$ cat src/rtl/fetch_pkg.sv
package fetch_pkg;
    localparam int LANES = 4;
    localparam int OFF_W = 2;

    typedef enum logic {
        ST_IDLE = 1'b0,
        ST_RESP = 1'b1
    } rsp_state_e;
endpackage

$ cat src/rtl/fetch_col_bank.sv
module fetch_col_bank #(
    parameter int ROWS   = 8,
    parameter int WORD_W = 32,
    parameter int COL    = 0,
    localparam int IDX_W = $clog2(ROWS)
) (
    input  logic              clk,
    input  logic              wr_en,
    input  logic [IDX_W-1:0]  wr_row,
    input  logic [WORD_W-1:0] wr_word,
    input  logic [IDX_W-1:0]  rd_row,
    input  logic [fetch_pkg::OFF_W-1:0] rd_off,
    output logic [WORD_W-1:0] rd_word,
    output logic [IDX_W-1:0]  sel_row
);
    localparam logic [fetch_pkg::OFF_W-1:0] COL_V = fetch_pkg::OFF_W'(COL);
    localparam logic [IDX_W-1:0] LAST_ROW = IDX_W'(ROWS - 1);

    logic [WORD_W-1:0] store [ROWS];

    // Row steering: columns ahead of the offset belong to the next row.
    always_comb begin
        if (COL_V < rd_off) begin
            sel_row = (rd_row == LAST_ROW) ? '0 : rd_row + 1'b1;
        end else begin
            sel_row = rd_row;
        end
        rd_word = store[sel_row];
    end

    always_ff @(posedge clk) begin
        if (wr_en) begin
            store[wr_row] <= wr_word;
        end
    end

    // this bank only leaves the addressed row when it sits before the offset
    always_comb begin
        a_r4_next_row_only_low_cols: assert ((sel_row == rd_row) || (COL_V < rd_off));
        a_r3_same_row_at_or_after: assert ((COL_V < rd_off) || (sel_row == rd_row));
    end
endmodule

$ cat src/rtl/fetch_tag_array.sv
module fetch_tag_array #(
    parameter int ROWS  = 8,
    parameter int TAG_W = 6,
    localparam int IDX_W = $clog2(ROWS)
) (
    input  logic             clk,
    input  logic             rst_n,
    input  logic             wr_en,
    input  logic [IDX_W-1:0] wr_row,
    input  logic [TAG_W-1:0] wr_tag,
    input  logic [IDX_W-1:0] rd_row_a,
    input  logic [IDX_W-1:0] rd_row_b,
    output logic [TAG_W-1:0] tag_a,
    output logic             vld_a,
    output logic [TAG_W-1:0] tag_b,
    output logic             vld_b
);
    logic [TAG_W-1:0] tags [ROWS];
    logic [ROWS-1:0]  vld_q;

    always_ff @(posedge clk) begin
        if (!rst_n) begin
            vld_q <= '0;
        end else if (wr_en) begin
            vld_q[wr_row] <= 1'b1;
        end
    end

    always_ff @(posedge clk) begin
        if (wr_en) begin
            tags[wr_row] <= wr_tag;
        end
    end

    always_comb begin
        tag_a = tags[rd_row_a];
        vld_a = vld_q[rd_row_a];
        tag_b = tags[rd_row_b];
        vld_b = vld_q[rd_row_b];
    end

    // a filled row is valid from the next cycle on
    a_r9_fill_sets_valid: assert property (@(posedge clk) disable iff (!rst_n)
        wr_en |=> vld_q[$past(wr_row)]);
    // valid bits only ever get set by a fill
    a_r8_valid_needs_fill: assert property (@(posedge clk) disable iff (!rst_n)
        !wr_en |=> $stable(vld_q));
endmodule

$ cat src/rtl/fetch_rotator.sv
module fetch_rotator #(
    parameter int WORD_W = 32
) (
    input  logic [fetch_pkg::OFF_W-1:0]          off,
    input  logic [fetch_pkg::LANES*WORD_W-1:0]   bank_words,
    output logic [fetch_pkg::LANES*WORD_W-1:0]   prog_words
);
    import fetch_pkg::*;

    for (genvar i = 0; i < LANES; i++) begin : g_slot
        logic [OFF_W-1:0] src;
        assign src = off + OFF_W'(i);
        assign prog_words[i*WORD_W +: WORD_W] = bank_words[src*WORD_W +: WORD_W];
    end

    // a zero offset leaves the bank order untouched
    always_comb begin
        if (off == '0) begin
            a_r5_zero_off_identity: assert (prog_words == bank_words);
        end
    end
endmodule

$ cat src/rtl/ilv_fetch_unit.sv
module ilv_fetch_unit #(
    parameter int ROWS   = 8,
    parameter int WORD_W = 32,
    parameter int TAG_W  = 6,
    localparam int IDX_W = $clog2(ROWS),
    localparam int AW    = TAG_W + IDX_W + fetch_pkg::OFF_W,
    localparam int DW    = fetch_pkg::LANES * WORD_W
) (
    input  logic             clk,
    input  logic             rst_n,
    input  logic             req_vld,
    input  logic [AW-1:0]    req_addr,
    input  logic             fill_en,
    input  logic [IDX_W-1:0] fill_row,
    input  logic [TAG_W-1:0] fill_tag,
    input  logic [DW-1:0]    fill_words,
    output logic             rsp_vld,
    output logic             rsp_hit,
    output logic [DW-1:0]    rsp_words
);
    import fetch_pkg::*;

    localparam logic [IDX_W-1:0] LAST_ROW = IDX_W'(ROWS - 1);

    // Address fields
    logic [OFF_W-1:0] a_off;
    logic [IDX_W-1:0] a_row;
    logic [TAG_W-1:0] a_tag;
    logic [IDX_W-1:0] a_row_nxt;
    logic [TAG_W-1:0] a_tag_nxt;

    always_comb begin
        a_off     = req_addr[OFF_W-1:0];
        a_row     = req_addr[OFF_W +: IDX_W];
        a_tag     = req_addr[AW-1 -: TAG_W];
        a_row_nxt = (a_row == LAST_ROW) ? '0 : a_row + 1'b1;
        a_tag_nxt = (a_row == LAST_ROW) ? a_tag + 1'b1 : a_tag;
    end

    // Column banks
    logic [DW-1:0] bank_words;

    for (genvar j = 0; j < LANES; j++) begin : g_bank
        logic [IDX_W-1:0] sel_row;
        fetch_col_bank #(
            .ROWS   (ROWS),
            .WORD_W (WORD_W),
            .COL    (j)
        ) u_bank (
            .clk     (clk),
            .wr_en   (fill_en),
            .wr_row  (fill_row),
            .wr_word (fill_words[j*WORD_W +: WORD_W]),
            .rd_row  (a_row),
            .rd_off  (a_off),
            .rd_word (bank_words[j*WORD_W +: WORD_W]),
            .sel_row (sel_row)
        );
    end

    // Reorder into program order
    logic [DW-1:0] prog_words;

    fetch_rotator #(.WORD_W(WORD_W)) u_rot (
        .off        (a_off),
        .bank_words (bank_words),
        .prog_words (prog_words)
    );

    // Tags
    logic [TAG_W-1:0] tag_a, tag_b;
    logic             vld_a, vld_b;

    fetch_tag_array #(.ROWS(ROWS), .TAG_W(TAG_W)) u_tags (
        .clk      (clk),
        .rst_n    (rst_n),
        .wr_en    (fill_en),
        .wr_row   (fill_row),
        .wr_tag   (fill_tag),
        .rd_row_a (a_row),
        .rd_row_b (a_row_nxt),
        .tag_a    (tag_a),
        .vld_a    (vld_a),
        .tag_b    (tag_b),
        .vld_b    (vld_b)
    );

    logic hit_first, hit_second, hit_c;

    always_comb begin
        hit_first  = vld_a && (tag_a == a_tag);
        hit_second = (a_off == '0) || (vld_b && (tag_b == a_tag_nxt));
        hit_c      = hit_first && hit_second;
    end

    // Response state machine
    rsp_state_e state_q, state_d;

    always_comb begin
        unique case (state_q)
            ST_IDLE: state_d = req_vld ? ST_RESP : ST_IDLE;
            ST_RESP: state_d = req_vld ? ST_RESP : ST_IDLE;
            default: state_d = ST_IDLE;
        endcase
    end

    always_ff @(posedge clk) begin
        if (!rst_n) begin
            state_q <= ST_IDLE;
        end else begin
            state_q <= state_d;
        end
    end

    // Output registers
    logic hit_q;
    logic [DW-1:0] words_q;

    always_ff @(posedge clk) begin
        if (!rst_n) begin
            hit_q <= 1'b0;
        end else begin
            hit_q <= req_vld && hit_c;
        end
    end

    always_ff @(posedge clk) begin
        if (req_vld) begin
            words_q <= prog_words;
        end
    end

    always_comb begin
        rsp_vld   = (state_q == ST_RESP);
        rsp_hit   = hit_q;
        rsp_words = words_q;
    end

    // response follows a request by exactly one cycle
    a_r1_resp_after_req: assert property (@(posedge clk) disable iff (!rst_n)
        req_vld |=> rsp_vld);
    a_r1_no_resp_without_req: assert property (@(posedge clk) disable iff (!rst_n)
        !req_vld |=> !rsp_vld);
    // a hit is only ever reported alongside a response
    a_r6_hit_needs_resp: assert property (@(posedge clk) disable iff (!rst_n)
        rsp_hit |-> rsp_vld);
    // a crossing group cannot hit when the following row is invalid
    a_r7_second_row_needed: assert property (@(posedge clk) disable iff (!rst_n)
        (req_vld && (a_off != '0) && !vld_b) |=> !rsp_hit);
endmodule

$ cat config.mk
export PLATFORM = sky130hd
export DESIGN_NAME = ilv_fetch_unit
export DESIGN_NICKNAME = d
export VERILOG_FILES = /design/src/rtl/fetch_pkg.sv /design/src/rtl/fetch_col_bank.sv /design/src/rtl/fetch_tag_array.sv /design/src/rtl/fetch_rotator.sv /design/src/rtl/ilv_fetch_unit.sv
export SDC_FILE = /design/constraint.sdc
export NUM_CORES = 1
export LEC_CHECK = 0
export ABC_AREA = 1
export BUFFER_PORTS_ARGS = -buffer_cell sky130_fd_sc_hd__buf_2
export CORE_AREA = 2 2 383 385
export DETAILED_ROUTE_END_ITERATION = 6
export DIE_AREA = 0 0 385 387
export HOLD_SLACK_MARGIN = 0.15
export SLEW_MARGIN = 40
export SYNTH_ARGS = -nofsm -noshare
export SYNTH_HDL_FRONTEND = slang
export SYNTH_SLANG_ARGS = --single-unit
$ cat constraint.sdc
create_clock -name clk -period 7.6 [get_ports clk]
set_input_delay 1.52 -clock clk [delete_from_list [all_inputs] [get_ports clk]]
set_output_delay 1.52 -clock clk [all_outputs]
set_load 0.01 [all_outputs]
==> flow_summary.toml, run 1 <==
[placement]
gp_congestion = 0.831
port_buffers = 281
dp_hpwl_um = 96000

[floorplan]
die-area_um2 = 149000
die-height_um = 387
io_pins = 282
core_area_um2 = 145000
core.rowCount = 140
initial_core_util_pct = 34.9
die_x_um = 385

[logic_synthesis]
ys_top_cells_by_count = "edfxtp_1 (1200), nand2_1 (935), nor2_1 (375), o21ai_1 (328), o21ai_0 (301)"
yosysTopAreaCell = "edfxtp_1"
ys_seq_area_share_pct = 71.8
synth-seq-cells = 1210
synth-warning-count = 0
synth_edf_count = 1200
synth_ff_type = "edfxtp_1"
syn_inst = 4265
yosys.cell_types.count = 35
synth_most_common_cell = "edfxtp_1"
synth_area_um2 = 50500
synth-async-reset-ratio_pct = 0
synthTopCellsByArea = "edfxtp_1 (71%), nand2_1 (7.0%), o21ai_1 (3.3%)"
synth_top_area_share_pct = 71.4
avgSynthCellArea_um2 = 11.8
syn_nets = 4422

[global_routing]
grtUsageMet2_pct = 30.7
grt_max_degree = 191
gr-usage-met1_pct = 28.5
grt_pass1_vias = 30357
top_usage_layer = "met2"
globalRouteTotalUtil_pct = 20.0
gr-total-overflow = 0
grt_use_met3_pct = 5.19
grt_pass1_wl_um = 216000
antenna_found_initial = 68

[sta]
finalSetupTns_ps = 0
relSlewSlack_pct = 38.9
finalHoldViolations = 0
finalMaxSlewViolations = 0
setup_viol = 0
finalCritPeriodShare_pct = 62.8
worst_slew_pin_slew_ps = 910
clock_skew_ps = 26.3
max_freq_mhz = 209
grt_setup_unrepaired = "no"
timing.final.crit_period_ps = 4780

[worst_setup_path]
critPathLaunchType = "primary input"
r2r_end = "rsp_words[49]"
cp_slowest_cell = "o21ai_1"
rr_startpoint = "g_bank[2].u_bank.store[7][17]"
cp_cell_sequence = "buf_4 > ha_1 > ha_1 > nor2_8 > nand2_4 > nand2_8 > buf_4 > nand2_1 > o21ai_1 > nand2_1 > o211ai_1 > nand2_1 > o21ai_1 > nand2_1 > o21ai_1"
worstRegToRegCells = 8
cpMostUsedCell = "nand2_1"
required_ps = 8180
crit_type = "in2reg"
crit_path_end_kind = "register"
cp_slowest_stage_delay_ps = 660
r2r_slack_ps = 5650
critical_path_arrival_ps = 5360
cp_max_fo = 89

[clocking]
root_buffer = "clkbuf_16"
tritoncts = "done"
cts_resized = 0
path_clk_slew_ps = 60
clkSinkCount = 1210
clk-insertion-delay-late_ps = 750
cts.htree.levels = 4
postCtsSetupBuffers = 0
hold_buffers = 0
numCtsBuffers = 130
cts_buffer_depth = 3

[route]
routed_wl_um = 152000
wl_per_cell_um = 23.3
dr.first_iter.drc_count = 3784
via_per_inst = 5.18
post-route-drc-count = 0
drtPass1Iterations = 5
vias = 33694
detail-route-antenna-nets = 0

[cells_and_area]
seqCellArea_um2 = 36200
fin_nets = 4638
area_growth_pct = 14.4
multi_input_area_um2 = 11900
n_fill_cell = 13468
drive_gt1_share_pct = 13.2

[min_path]
whs_path_depth = 2
min_to = "u_tags.vld_q[2]"
hold_path.startpoint = "u_tags.vld_q[2]"
hold_class = "reg2reg"

[power]
power_density_nw_per_um2 = 266
ir_worst_vdd_v = 0.000220
p_total_uw = 15300
p_leak_uw = 0.0209

[outcome]
status = "finished, final reports clean"

[flow_run]
max-cap-violations = 0
## stage by stage
stage / instances / cell area, um^2 / utilization [%] / worst slack [ps] / hold slack [ps]
after floorplan: 4265 / 50500 / - / -326 / 440
after global placement: 6256 / 53600 / 37.0 / 2160 / 452
after detailed placement: 6262 / 53700 / 37.1 / 2160 / 469
after CTS: 6491 / 57600 / 39.8 / 2950 / 483
after global routing: 6497 / 57800 / 39.9 / 2610 / 500
final: 6505 / 57800 / 39.9 / 2820 / 485
## layout make-up
| type | count | share of cell area (%) |
|---|---|---|
| tap | 1917 | 4.15 |
| timing repair buffer | 348 | 3.80 |
| antenna | 10 | 0.0433 |
| inverter | 292 | 1.93 |
| multi-input combinational | 2499 | 20.6 |
| sequential | 1210 | 62.7 |
| clock inverter | 58 | 0.732 |
| clock buffer | 171 | 6.02 |
## layer usage
metal	share of wire (%)	vias up
li1	-	15548
met1	43	16540
met2	45	1354
met3	9.5	232
met4	1.9	20
met5	0.078	-
## power by group
| part | switching [uW] | internal [uW] |
|---|---|---|
| combinational | 1230 | 452 |
| clock | 2540 | 3330 |
| sequential | 128 | 7660 |
| total | 3900 | 11400 |
## worst max-delay path by stage
stage,startpoint,cells after the start,slack (ps),endpoint
4_1_cts,req_addr[2],15,2950,rsp_words[60]
3_3_place_gp,req_addr[2],15,2160,rsp_words[124]
2_1_floorplan,fill_en,4,-330,g_bank[0].u_bank.store[2][0]
3_5_place_dp,req_addr[2],15,2160,rsp_words[124]
5_1_grt,req_addr[2],15,2610,rsp_words[60]
6_report,req_addr[2],15,2820,rsp_words[28]
## flip-flops by register name, summed over array words and instances (netlist names)
register	flops
g_bank.u_bank.store	1024
rsp_words	128
rsp_hit	1
u_tags.tags	48
u_tags.vld_q	8
rsp_vld	1
## critical path, delay by kind of cell
kind	cells	cell delay (ps)
AO/OA/AOI/OAI	4	1000
adder cells (fa/ha/maj)	2	560
buffers and inverters	2	860
AND/OR/NAND/NOR	7	1310
## cells in the final DEF, fill, tap and decap left out, types with 4 or more instances in the layout
| cell | count |
|---|---|
| inv_1 | 276 |
| buf_4 | 47 |
| o21ai_2 | 18 |
| buf_6 | 8 |
| o211ai_2 | 8 |
| buf_12 | 11 |
| clkinv_2 | 11 |
| o22ai_1 | 35 |
| o211ai_1 | 185 |
| a21oi_1 | 97 |
| dfxtp_1 | 10 |
| nor2_1 | 367 |
| buf_16 | 5 |
| inv_2 | 9 |
| buf_2 | 276 |
| o21ai_1 | 321 |
| ha_1 | 4 |
| o21ai_4 | 5 |
| inv_4 | 6 |
| o221ai_1 | 32 |
| clkinv_1 | 34 |
| clkbuf_16 | 133 |
| nand2_1 | 935 |
| nor2_4 | 8 |
| edfxtp_1 | 1200 |
| diode_2 | 10 |
| clkinv_8 | 8 |
| o21ai_0 | 301 |
| nand3_1 | 134 |
| or2_2 | 32 |
| clkbuf_1 | 37 |
## logic make-up after synthesis
family	share of synthesized area (%)
buf+inv	4.93
compound gates	11.5
xor+xnor	0.0521
fa+ha+maj	0.124
simple gates	11.7
flops	71.8
Power figures use the tool's default switching activity.
==> run 2, diff against run 1 <==
==> constraint.sdc (replaced) <==
create_clock -name clk -period 4.5 [get_ports clk]
set_input_delay 0.9 -clock clk [delete_from_list [all_inputs] [get_ports clk]]
set_output_delay 0.9 -clock clk [all_outputs]
set_load 0.01 [all_outputs]
==> run 2 against run 1 <==
Worst setup slack got worse by 2000 ps. Global-route usage rose by 0.20 points. Die area did not move. Sequential share of layout area fell by 0.58 points. First-iteration DRC count rose by 5.1%. Clock skew rose by 1.6 ps. Via count rose by 0.63%. Sequential power rose by 69%. Sequential cell count did not move. Power rose by 71%. Largest cell class unchanged.
==> flow_summary.toml, run 2 (same netlist as run 1, synthesis figures left out) <==
[cells_and_area]
area_growth_pct = 15.5
regMostFlops = "g_bank.u_bank.store"
fin_nets = 4675
largest_reg_flops = 1024
final_cell_mix = "edfxtp_1 (1200), nand2_1 (935), nor2_1 (367)"
drive_gt1_share_pct = 14.1
n_fill_cell = 13596
layout_commonest_cell = "edfxtp_1"
post-route-util_pct = 40.3

[clocking]
cts.htree.levels = 4
cts_resized = 0
hold_buffers = 0
tritoncts = "done"
cts_buffer_depth = 3
path_clk_slew_ps = 60
postCtsSetupBuffers = 0
root_buffer = "clkbuf_16"
clkSinkCount = 1210
clk-insertion-delay-late_ps = 750
numCtsBuffers = 131

[placement]
gp_congestion = 0.827
dp_hpwl_um = 96500
port_buffers = 281

[outcome]
status = "finished, final reports clean"

[route]
dr.first_iter.drc_count = 3977
wl_per_cell_um = 23.3
vias = 33906
detail-route-antenna-nets = 0
via_per_inst = 5.18
routed_wl_um = 153000
drtPass1Iterations = 6
post-route-drc-count = 0

[floorplan]
core_area_um2 = 145000
die-area_um2 = 149000
die_x_um = 385
core.rowCount = 140
io_pins = 282
die-height_um = 387
initial_core_util_pct = 34.9

[min_path]
hold_class = "in2reg"

[worst_setup_path]
cp_max_fo = 16
critical_path_arrival_ps = 4270
crit_type = "in2reg"
required_ps = 5090
crit_path_end_kind = "register"
critPathLaunchType = "primary input"

[sta]
finalCritPeriodShare_pct = 81.9
clock_skew_ps = 27.8
relSlewSlack_pct = 40.0
hold_slack_ps = 409
max_freq_mhz = 271
worst_slew_pin_slew_ps = 895
timing.final.crit_period_ps = 3680
finalMaxSlewViolations = 0
grt_setup_unrepaired = "no"
finalHoldViolations = 0
setup_viol = 0

[power]
ir_worst_vdd_v = 0.000265
p_leak_uw = 0.0211
power_density_nw_per_um2 = 450

[global_routing]
grt_max_degree = 125
gr-total-overflow = 0
antenna_found_initial = 74
globalRouteTotalUtil_pct = 20.2
grt_pass1_vias = 31047
grt_pass1_wl_um = 219000

[flow_run]
max-cap-violations = 0
==> run 2: cell types whose count changed in the layout (fill, tap and decap cells not counted), moves of 5 or more <==
cell,change
clkinv_2,+5
clkinv_1,-12
buf_12,+20
buf_4,+24
buf_6,-5
clkinv_8,-5
==> run 2: report_power, final <==
part / total, uW / switching (uW) / leakage (uW) / internal, uW
registers: 13200 / 226 / 0.0111 / 12900
clock network: 10200 / 4350 / 0.00195 / 5840
logic: 2880 / 2060 / 0.00811 / 818
==> run 2: worst paths after layout <==
kind	from	end	slack [ps]	cells after the start
worst max-delay path	req_addr[2]	rsp_words[122]	820	12
worst min-delay path	fill_words[103]	g_bank[3].u_bank.store[3][7]	410	1
worst max register to register	g_bank[3].u_bank.store[1][16]	rsp_words[80]	2510	6
worst min register to register	u_tags.vld_q[2]	u_tags.vld_q[2]	480	2
==> run 2: routing by layer <==
metal | part of all wire, % | global-route usage (%) | routed length [um]
met2 | 45 | 30.8 | 68700
met1 | 43 | 28.6 | 65300
met5 | 0.11 | 0 | 162
met4 | 2.7 | 5.84 | 4190
met3 | 9.3 | 4.87 | 14300
==> run 2: stage by stage <==
step                std cells  power (uW)  setup WS (ps)  TNS [ps]  area (um^2)
floorplan                4265       14900           -545   -564710        50500
global placement         6298       16200            518         0        54200
detailed placement       6300       16300            535         0        54200
CTS                      6529       26400           1300         0        58200
global route             6538       27200            812         0        58300
finish                   6544       26200            817         0        58300
==> run 2: layout make-up <==
type                       count  area [um^2]  share of cell area (%)
timing repair buffer         384         2640                    4.52
clock buffer                 176         3550                    6.09
antenna                       13         32.5                  0.0558
sequential                  1210        36200                    62.1
multi-input combinational   2499        11900                    20.4
tap                         1917         2400                    4.11
inverter                     292         1110                    1.90
clock inverter                53          449                   0.770
==> run 2: worst max-delay path: stages <==
cell	delay, ps
buf_4	120
ha_1	240
ha_1	480
nand2_1	110
o21ai_2	100
clkinv_1	720
buf_4	430
o211ai_1	90
nand2_1	170
o21ai_1	660
nand2_1	120
o21ai_1	120
